$ cat src/rtl/pxu_pkg.sv
package pxu_pkg;
    typedef enum logic [1:0] {
        ST_IDLE  = 2'd0,
        ST_BEAT0 = 2'd1,
        ST_BEAT1 = 2'd2,
        ST_FIN   = 2'd3
    } pxu_state_e;

    localparam logic [3:0] OP_LOAD_PAIR  = 4'hD;
    localparam logic [3:0] OP_STORE_PAIR = 4'hE;
    localparam int BIT_WB  = 21;
    localparam int BIT_IMM = 22;
    localparam int BIT_UP  = 23;
    localparam int BIT_PRE = 24;
    localparam logic [3:0] IDX_LINK = 4'd14;
    localparam logic [3:0] IDX_PC   = 4'd15;
endpackage

$ cat src/rtl/pxu_decode.sv
module pxu_decode
    import pxu_pkg::*;
#(
    parameter int XLEN    = 32,
    parameter int ALIGN_W = 3
) (
    input  logic [31:0]     instr,
    input  logic [XLEN-1:0] base_val,
    input  logic [XLEN-1:0] ofs_val,
    output logic            is_load,
    output logic            undef,
    output logic            align_fault,
    output logic            wb_en,
    output logic [XLEN-1:0] eff_addr,
    output logic [XLEN-1:0] wb_addr
);
    logic [3:0]      op;
    logic            is_store, f_wb, f_imm, f_up, f_pre;
    logic [3:0]      bidx, didx;
    logic [XLEN-1:0] ofs, sum;
    logic            early_undef, misal, overlap;
    logic            unused_instr_bits;

    assign unused_instr_bits = &{1'b0, instr[31:25], instr[20]};

    always_comb begin
        op       = instr[7:4];
        is_load  = (op == OP_LOAD_PAIR);
        is_store = (op == OP_STORE_PAIR);
        f_wb     = instr[BIT_WB];
        f_imm    = instr[BIT_IMM];
        f_up     = instr[BIT_UP];
        f_pre    = instr[BIT_PRE];
        bidx     = instr[19:16];
        didx     = instr[15:12];

        ofs      = f_imm ? {{(XLEN-8){1'b0}}, instr[11:8], instr[3:0]} : ofs_val;
        sum      = f_up ? (base_val + ofs) : (base_val - ofs);
        eff_addr = f_pre ? sum : base_val;
        wb_addr  = sum;
        wb_en    = !f_pre || f_wb;

        early_undef = !(is_load || is_store)
                    || (f_wb && !f_pre)
                    || didx[0]
                    || (is_load && didx == IDX_LINK)
                    || (is_store && bidx == IDX_PC);
        misal   = |eff_addr[ALIGN_W-1:0];
        overlap = wb_en && (bidx == didx || bidx == {didx[3:1], 1'b1});

        undef       = early_undef || (!misal && overlap);
        align_fault = !early_undef && misal;
    end
endmodule

$ cat src/rtl/pxu_seq.sv
module pxu_seq
    import pxu_pkg::*;
#(
    parameter int XLEN       = 32,
    parameter int WORD_BYTES = 4,
    parameter int ALIGN_W    = 3
) (
    input  logic            clk,
    input  logic            rst_n,
    input  logic            start,
    input  logic            dec_load,
    input  logic            dec_undef,
    input  logic            dec_align,
    input  logic            dec_wb,
    input  logic [XLEN-1:0] dec_ea,
    input  logic [XLEN-1:0] dec_wb_addr,
    input  logic [3:0]      base_idx,
    input  logic [3:0]      even_idx,
    input  logic [XLEN-1:0] rf_even,
    input  logic [XLEN-1:0] rf_odd,
    output logic            mem_req,
    output logic            mem_we,
    output logic [XLEN-1:0] mem_addr,
    output logic [XLEN-1:0] mem_wdata,
    input  logic            mem_ready,
    input  logic            mem_abort,
    input  logic [XLEN-1:0] mem_rdata,
    output logic            busy,
    output logic            done,
    output logic            undef_flag,
    output logic            align_flag,
    output logic            fault_flag,
    output logic            wr_pair_en,
    output logic [3:0]      wr_pair_idx,
    output logic [XLEN-1:0] wr_even_data,
    output logic [XLEN-1:0] wr_odd_data,
    output logic            wr_base_en,
    output logic [3:0]      wr_base_idx,
    output logic [XLEN-1:0] wr_base_data
);
    typedef struct packed {
        pxu_state_e      st;
        logic            ld;
        logic            wb;
        logic            undef;
        logic            align;
        logic            fault;
        logic [3:0]      bidx;
        logic [3:0]      didx;
        logic [XLEN-1:0] ea;
        logic [XLEN-1:0] wbv;
        logic [XLEN-1:0] w0;
        logic [XLEN-1:0] w1;
        logic [XLEN-1:0] r0;
        logic [XLEN-1:0] r1;
    } seq_t;

    seq_t seq_d, seq_q;
    logic ok_q;

    always_comb begin
        seq_d = seq_q;
        unique case (seq_q.st)
            ST_IDLE: if (start) begin
                seq_d.ld    = dec_load;
                seq_d.wb    = dec_wb;
                seq_d.undef = dec_undef;
                seq_d.align = dec_align;
                seq_d.fault = 1'b0;
                seq_d.bidx  = base_idx;
                seq_d.didx  = even_idx;
                seq_d.ea    = dec_ea;
                seq_d.wbv   = dec_wb_addr;
                seq_d.w0    = rf_even;
                seq_d.w1    = rf_odd;
                seq_d.st    = (dec_undef || dec_align) ? ST_FIN : ST_BEAT0;
            end
            ST_BEAT0: if (mem_ready) begin
                if (mem_abort) begin
                    seq_d.fault = 1'b1;
                    seq_d.st    = ST_FIN;
                end else begin
                    seq_d.r0 = mem_rdata;
                    seq_d.st = ST_BEAT1;
                end
            end
            ST_BEAT1: if (mem_ready) begin
                seq_d.fault = mem_abort;
                seq_d.r1    = mem_rdata;
                seq_d.st    = ST_FIN;
            end
            default: seq_d.st = ST_IDLE;
        endcase
    end

    always_ff @(posedge clk or negedge rst_n) begin
        if (!rst_n) seq_q <= '0;
        else        seq_q <= seq_d;
    end

    assign ok_q         = !seq_q.undef && !seq_q.align && !seq_q.fault;
    assign mem_req      = (seq_q.st == ST_BEAT0) || (seq_q.st == ST_BEAT1);
    assign mem_we       = !seq_q.ld;
    assign mem_addr     = (seq_q.st == ST_BEAT1) ? (seq_q.ea + WORD_BYTES) : seq_q.ea;
    assign mem_wdata    = (seq_q.st == ST_BEAT1) ? seq_q.w1 : seq_q.w0;
    assign busy         = (seq_q.st != ST_IDLE);
    assign done         = (seq_q.st == ST_FIN);
    assign undef_flag   = done && seq_q.undef;
    assign align_flag   = done && seq_q.align;
    assign fault_flag   = done && seq_q.fault;
    assign wr_pair_en   = done && ok_q && seq_q.ld;
    assign wr_pair_idx  = seq_q.didx;
    assign wr_even_data = seq_q.r0;
    assign wr_odd_data  = seq_q.r1;
    assign wr_base_en   = done && ok_q && seq_q.wb;
    assign wr_base_idx  = seq_q.bidx;
    assign wr_base_data = seq_q.wbv;

    assert_req_hold_R8: assert property (@(posedge clk) disable iff (!rst_n)
        (mem_req && !mem_ready) |=> (mem_req && $stable(mem_addr) && $stable(mem_wdata)));

    assert_second_beat_R8: assert property (@(posedge clk) disable iff (!rst_n)
        (seq_q.st == ST_BEAT0 && mem_ready && !mem_abort) |=> (mem_req && mem_addr == $past(mem_addr) + WORD_BYTES));

    assert_aligned_beat_R6: assert property (@(posedge clk) disable iff (!rst_n)
        (seq_q.st == ST_BEAT0) |-> (mem_addr[ALIGN_W-1:0] == '0));

    assert_flags_exclusive_R6: assert property (@(posedge clk) disable iff (!rst_n)
        done |-> !(undef_flag && align_flag));

    assert_abort_no_write_R9: assert property (@(posedge clk) disable iff (!rst_n)
        (mem_req && mem_ready && mem_abort) |=> (done && !wr_pair_en && !wr_base_en && !mem_req));

    assert_done_pulse_R11: assert property (@(posedge clk) disable iff (!rst_n)
        done |=> !done);

    assert_flag_no_access_R3: assert property (@(posedge clk) disable iff (!rst_n)
        (start && !busy && (dec_undef || dec_align)) |=> (done && !mem_req));
endmodule

$ cat src/rtl/pair_xfer_unit.sv
module pair_xfer_unit
    import pxu_pkg::*;
#(
    parameter int XLEN = 32
) (
    input  logic            clk,
    input  logic            rst_n,
    input  logic            start,
    input  logic [31:0]     instr,
    output logic [3:0]      rd_base_idx,
    output logic [3:0]      rd_ofs_idx,
    output logic [3:0]      rd_even_idx,
    output logic [3:0]      rd_odd_idx,
    input  logic [XLEN-1:0] rf_base,
    input  logic [XLEN-1:0] rf_ofs,
    input  logic [XLEN-1:0] rf_even,
    input  logic [XLEN-1:0] rf_odd,
    output logic            mem_req,
    output logic            mem_we,
    output logic [XLEN-1:0] mem_addr,
    output logic [XLEN-1:0] mem_wdata,
    input  logic            mem_ready,
    input  logic            mem_abort,
    input  logic [XLEN-1:0] mem_rdata,
    output logic            busy,
    output logic            done,
    output logic            undef_flag,
    output logic            align_flag,
    output logic            fault_flag,
    output logic            wr_pair_en,
    output logic [3:0]      wr_pair_idx,
    output logic [XLEN-1:0] wr_even_data,
    output logic [XLEN-1:0] wr_odd_data,
    output logic            wr_base_en,
    output logic [3:0]      wr_base_idx,
    output logic [XLEN-1:0] wr_base_data
);
    localparam int WORD_BYTES = XLEN / 8;
    localparam int ALIGN_W    = $clog2(2 * WORD_BYTES);

    logic            dec_load, dec_undef, dec_align, dec_wb;
    logic [XLEN-1:0] dec_ea, dec_wb_addr;

    assign rd_base_idx = instr[19:16];
    assign rd_ofs_idx  = instr[3:0];
    assign rd_even_idx = instr[15:12];
    assign rd_odd_idx  = {instr[15:13], 1'b1};

    pxu_decode #(.XLEN(XLEN), .ALIGN_W(ALIGN_W)) i_decode (
        .instr       (instr),
        .base_val    (rf_base),
        .ofs_val     (rf_ofs),
        .is_load     (dec_load),
        .undef       (dec_undef),
        .align_fault (dec_align),
        .wb_en       (dec_wb),
        .eff_addr    (dec_ea),
        .wb_addr     (dec_wb_addr)
    );

    pxu_seq #(.XLEN(XLEN), .WORD_BYTES(WORD_BYTES), .ALIGN_W(ALIGN_W)) i_seq (
        .clk          (clk),
        .rst_n        (rst_n),
        .start        (start),
        .dec_load     (dec_load),
        .dec_undef    (dec_undef),
        .dec_align    (dec_align),
        .dec_wb       (dec_wb),
        .dec_ea       (dec_ea),
        .dec_wb_addr  (dec_wb_addr),
        .base_idx     (rd_base_idx),
        .even_idx     (rd_even_idx),
        .rf_even      (rf_even),
        .rf_odd       (rf_odd),
        .mem_req      (mem_req),
        .mem_we       (mem_we),
        .mem_addr     (mem_addr),
        .mem_wdata    (mem_wdata),
        .mem_ready    (mem_ready),
        .mem_abort    (mem_abort),
        .mem_rdata    (mem_rdata),
        .busy         (busy),
        .done         (done),
        .undef_flag   (undef_flag),
        .align_flag   (align_flag),
        .fault_flag   (fault_flag),
        .wr_pair_en   (wr_pair_en),
        .wr_pair_idx  (wr_pair_idx),
        .wr_even_data (wr_even_data),
        .wr_odd_data  (wr_odd_data),
        .wr_base_en   (wr_base_en),
        .wr_base_idx  (wr_base_idx),
        .wr_base_data (wr_base_data)
    );
endmodule

$ cat config.mk
export PLATFORM = sky130hd
export DESIGN_NAME = pair_xfer_unit
export DESIGN_NICKNAME = d
export VERILOG_FILES = /design/src/rtl/pxu_pkg.sv /design/src/rtl/pxu_decode.sv /design/src/rtl/pxu_seq.sv /design/src/rtl/pair_xfer_unit.sv
export SDC_FILE = /design/constraint.sdc
export NUM_CORES = 1
export LEC_CHECK = 0
export BUFFER_PORTS_ARGS = -buffer_cell sky130_fd_sc_hd__buf_4
export CORE_MARGIN = 10
export CORE_UTILIZATION = 57
export CTS_CLUSTER_DIAMETER = 60
export DETAILED_ROUTE_END_ITERATION = 7
export PLACE_DENSITY = 0.85
export SLEW_MARGIN = 20
export SYNTH_ARGS = -nofsm -noshare
export SYNTH_HDL_FRONTEND = slang
export SYNTH_SLANG_ARGS = --single-unit
$ cat constraint.sdc
create_clock -name clk -period 7.7 [get_ports clk]
set_input_delay 1.54 -clock clk [delete_from_list [all_inputs] [get_ports clk]]
set_output_delay 1.54 -clock clk [all_outputs]
set_load 0.02 [all_outputs]
==> results_dict.tcl <==
set metrics [dict create \
    power_frac_comb_pct 51.4 \
    synth_seq_cells 207 \
    period_needed_ns 5.650 \
    grt_use_met2_pct 45.82 \
    cp_max_fo 31 \
    drtIter0Drc 897 \
    p_int_mw 3.595 \
    worst_slack_ns 2.050 \
    grtUsageMet3_pct 6.889 \
    ys_types 70 \
    status "complete, no violations" \
    cts_sinks 207 \
    crit_cells 18 \
    htreeDepth 1 \
    slowest_delay_ns 0.49 \
    path_cells "buf_4, mux2i_1, ha_1, o21a_1, o21ai_0, o21ai_0, nand2_1, o31ai_1, a31oi_1, ha_1, a21o_1, a211o_1, a2111oi_4, nor2_1, a21oi_1, o221ai_1, xnor2_1, o21ai_0" \
    drc 0 \
    ir_drop_uv 169.0 \
    grt_pass1_vias 11384 \
    synth_nets 1703 \
    antenna_found_initial 1 \
    finalClockSkew_ns 0.005772 \
    crit_slowest_cell "a2111oi_4" \
    ff2ff_path_depth 6 \
    critPathRequiredTime_ns 8.03 \
    dieWidth_um 170.9 \
    firstDrtPassIters 5 \
    p_sw_mw 2.657 \
    synth_edf_count 0 \
    p_clk_share_pct 17.3 \
    cpMostUsedCell "o21ai_0" \
    grt_use_met1_pct 32.61 \
    cts_resized 0 \
    pin_count 390 \
    max_slew_margin_pct 36.97 \
    start_kind "primary input" \
    final_max_slew_viol_count 0 \
    cpLargestDelayFamily "compound AO/OA/AOI/OAI gates" \
    yosysSeqAreaShare_pct 39.93 \
    port_buffers 380 \
    clock.fmax_ghz 0.1770 \
    cts-buffers-inserted 23 \
    dp_slack_ns 1.532 \
    fillers 1710 \
    cts_tree "built" \
    finalPower_mw 6.253 \
    synthCells 1466 \
    fin_hold_ws_ns 0.4694 \
    worst-setup-path-type "primary input to register" \
    hold_class "register to register" \
    grt_remaining_overflow 0 \
    rows 55 \
    max_slew.worst_pin.slew_ns 0.9455 \
    swShare_pct 42.50 \
    top_usage_layer "met2" \
    setup_viol 0 \
    num_vias 11330 \
    grt_use_total_pct 27.11 \
    final.setup.tns_ns 0 \
    post_cts_buffers 0 \
    syn_area_um2 12970 \
    viasPerCell 5.699 \
    synth-main-ff-cell "dfrtp_1" \
    hold_viol_final 0 \
    postCtsHoldBufs 0 \
    gp_congestion 0.8867 \
    final_common_cell "buf_4" \
    syn2layout_area_growth_pct 21.79 \
    sequentialPowerShare_pct 31.3 \
    maxCapViolCount 0 \
    hold_path_depth 2 \
    start_util_pct 57.65 \
    core_um2 22500 \
    cts_root_buf "clkbuf_16" \
    final_cell_mix "388 x buf_4, 357 x nand2_1, 207 x dfrtp_1" \
    p_leak_nw 7.870 \
    powerDensity_nw_per_um2 395.8 \
    insertion_delay_ns 0.49 \
    finalNetCount 1923 \
    grt_max_degree 94 \
    drive_above_1_share_pct 32.02 \
    avgSynthCellArea_um2 8.849 \
    cp_num_buf_inv 1 \
    cp.arrival_ns 5.98 \
    clk_path_buf_depth 3 \
    period_share_pct 73.37 \
    die_y_um 170.9 \
    postRouteAntennaNets 0 \
    dieArea_um2 29190 \
    routed_wirelength_um 41560 \
    grt_pass1_wl_um 63380 \
    synth_warnings 0 \
    synth-async-reset-ratio_pct 100.0 \
    rsz0062_at_grt "false" \
    dp_hpwl_um 31810 \
    clk_pin_slew_ns 0.06 \
    wl_per_cell_um 20.90 \
    critPathCaptureType "register" \
]
cell type report:
| cell class | instances | area, um2 | share of cell area [%] |
|---|---|---|---|
| Multi-Input combinational cell | 1045 | 6507 | 41.19 |
| Sequential cell | 207 | 5180 | 32.79 |
| Timing Repair Buffer | 389 | 2927 | 18.52 |
| Clock buffer | 34 | 686.9 | 4.348 |
| Tap cell | 285 | 356.6 | 2.257 |
| Inverter | 20 | 75.07 | 0.4752 |
| Clock inverter | 7 | 63.81 | 0.4039 |
| Antenna cell | 1 | 2.502 | 0.01584 |
cell usage after synthesis, drive strengths merged (23+ instances only):
master	instances	area, um2
ha	39	488.0
dfrtp	207	5180
nand2	359	1350
clkbuf	53	209.0
mux2i	23	230.2
xnor2	54	473.0
nor2	80	300.3
o21ai	49	249.0
nand3	29	145.1
and3	26	162.7
nor3	30	160.2
mux2	97	1092
buf	141	1013
a21oi	69	345.3
power by group through the flow:
stage               Sequential [mW]  Clock [mW]  Combinational [mW]
CTS                            1.95        1.10                3.22
global placement               1.91           0                3.13
detailed placement             1.96           0                3.19
floorplan                      1.85           0                2.29
global route                   2.02        1.14                3.43
finish                         1.96        1.08                3.21
registers in the layout, summed over array words and instances, names as in the netlist:
signal / count
i_seq.seq_q: 103
i_seq.wr_base_data: 32
i_seq.wr_base_idx: 4
i_seq.wr_even_data: 32
i_seq.wr_odd_data: 32
i_seq.wr_pair_idx: 4
metrics by stage:
stage | std cells | cell area (um2) | utilization, %
floorplan | 1466 | 12970 | -
global placement | 1946 | 15050 | 66.86
finish | 1988 | 15800 | 70.21
global route | 1988 | 15800 | 70.21
CTS | 1987 | 15800 | 70.20
detailed placement | 1946 | 15050 | 66.86
final timing paths:
check,from,to,slack (ns)
max,instr[22],i_seq.wr_base_data[25]$_DFFE_PN0P_,2.05
min,i_seq.seq_q[110]$_DFFE_PN0P_,i_seq.seq_q[110]$_DFFE_PN0P_,0.47
max reg2reg,i_seq.seq_q[205]$_DFFE_PN0P_,i_seq.seq_q[201]$_DFFE_PN0P_,4.91
min reg2reg,i_seq.seq_q[110]$_DFFE_PN0P_,i_seq.seq_q[110]$_DFFE_PN0P_,0.47
max in group asynchronous,rst_n,i_seq.wr_base_data[24]$_DFFE_PN0P_,5.28
min in group asynchronous,rst_n,i_seq.wr_odd_data[28]$_DFFE_PN0P_,1.05
worst register-to-register path, stage by stage (launching register included):
cell and delay, ns:
dfrtp_1 0.40, inv_1 0.09, ha_1 0.27, nand2_4 0.60
buf_4 0.87, nor2_1 0.20, a22o_1 0.24
cells by family (layout without fill, tap and decap cells):
family | Yosys count | count (layout) | synth area share (%)
XOR/XNOR | 73 | 73 | 4.929
multiplexers | 120 | 120 | 10.19
AND/OR/NAND/NOR | 591 | 591 | 19.86
buffers and inverters | 214 | 450 | 10.00
flip-flops | 207 | 207 | 39.93
other | 1 | 2 | 0.02891
adder cells (fa/ha/maj) | 40 | 40 | 3.916
AO/OA/AOI/OAI | 220 | 220 | 11.14
metal layers:
layer	part of all wire (%)	routed length (um)
met2	49	20370
met4	3.5	1460
met1	39	16140
met5	0	0
met3	8.6	3584
(Power assumes the default switching activity.)
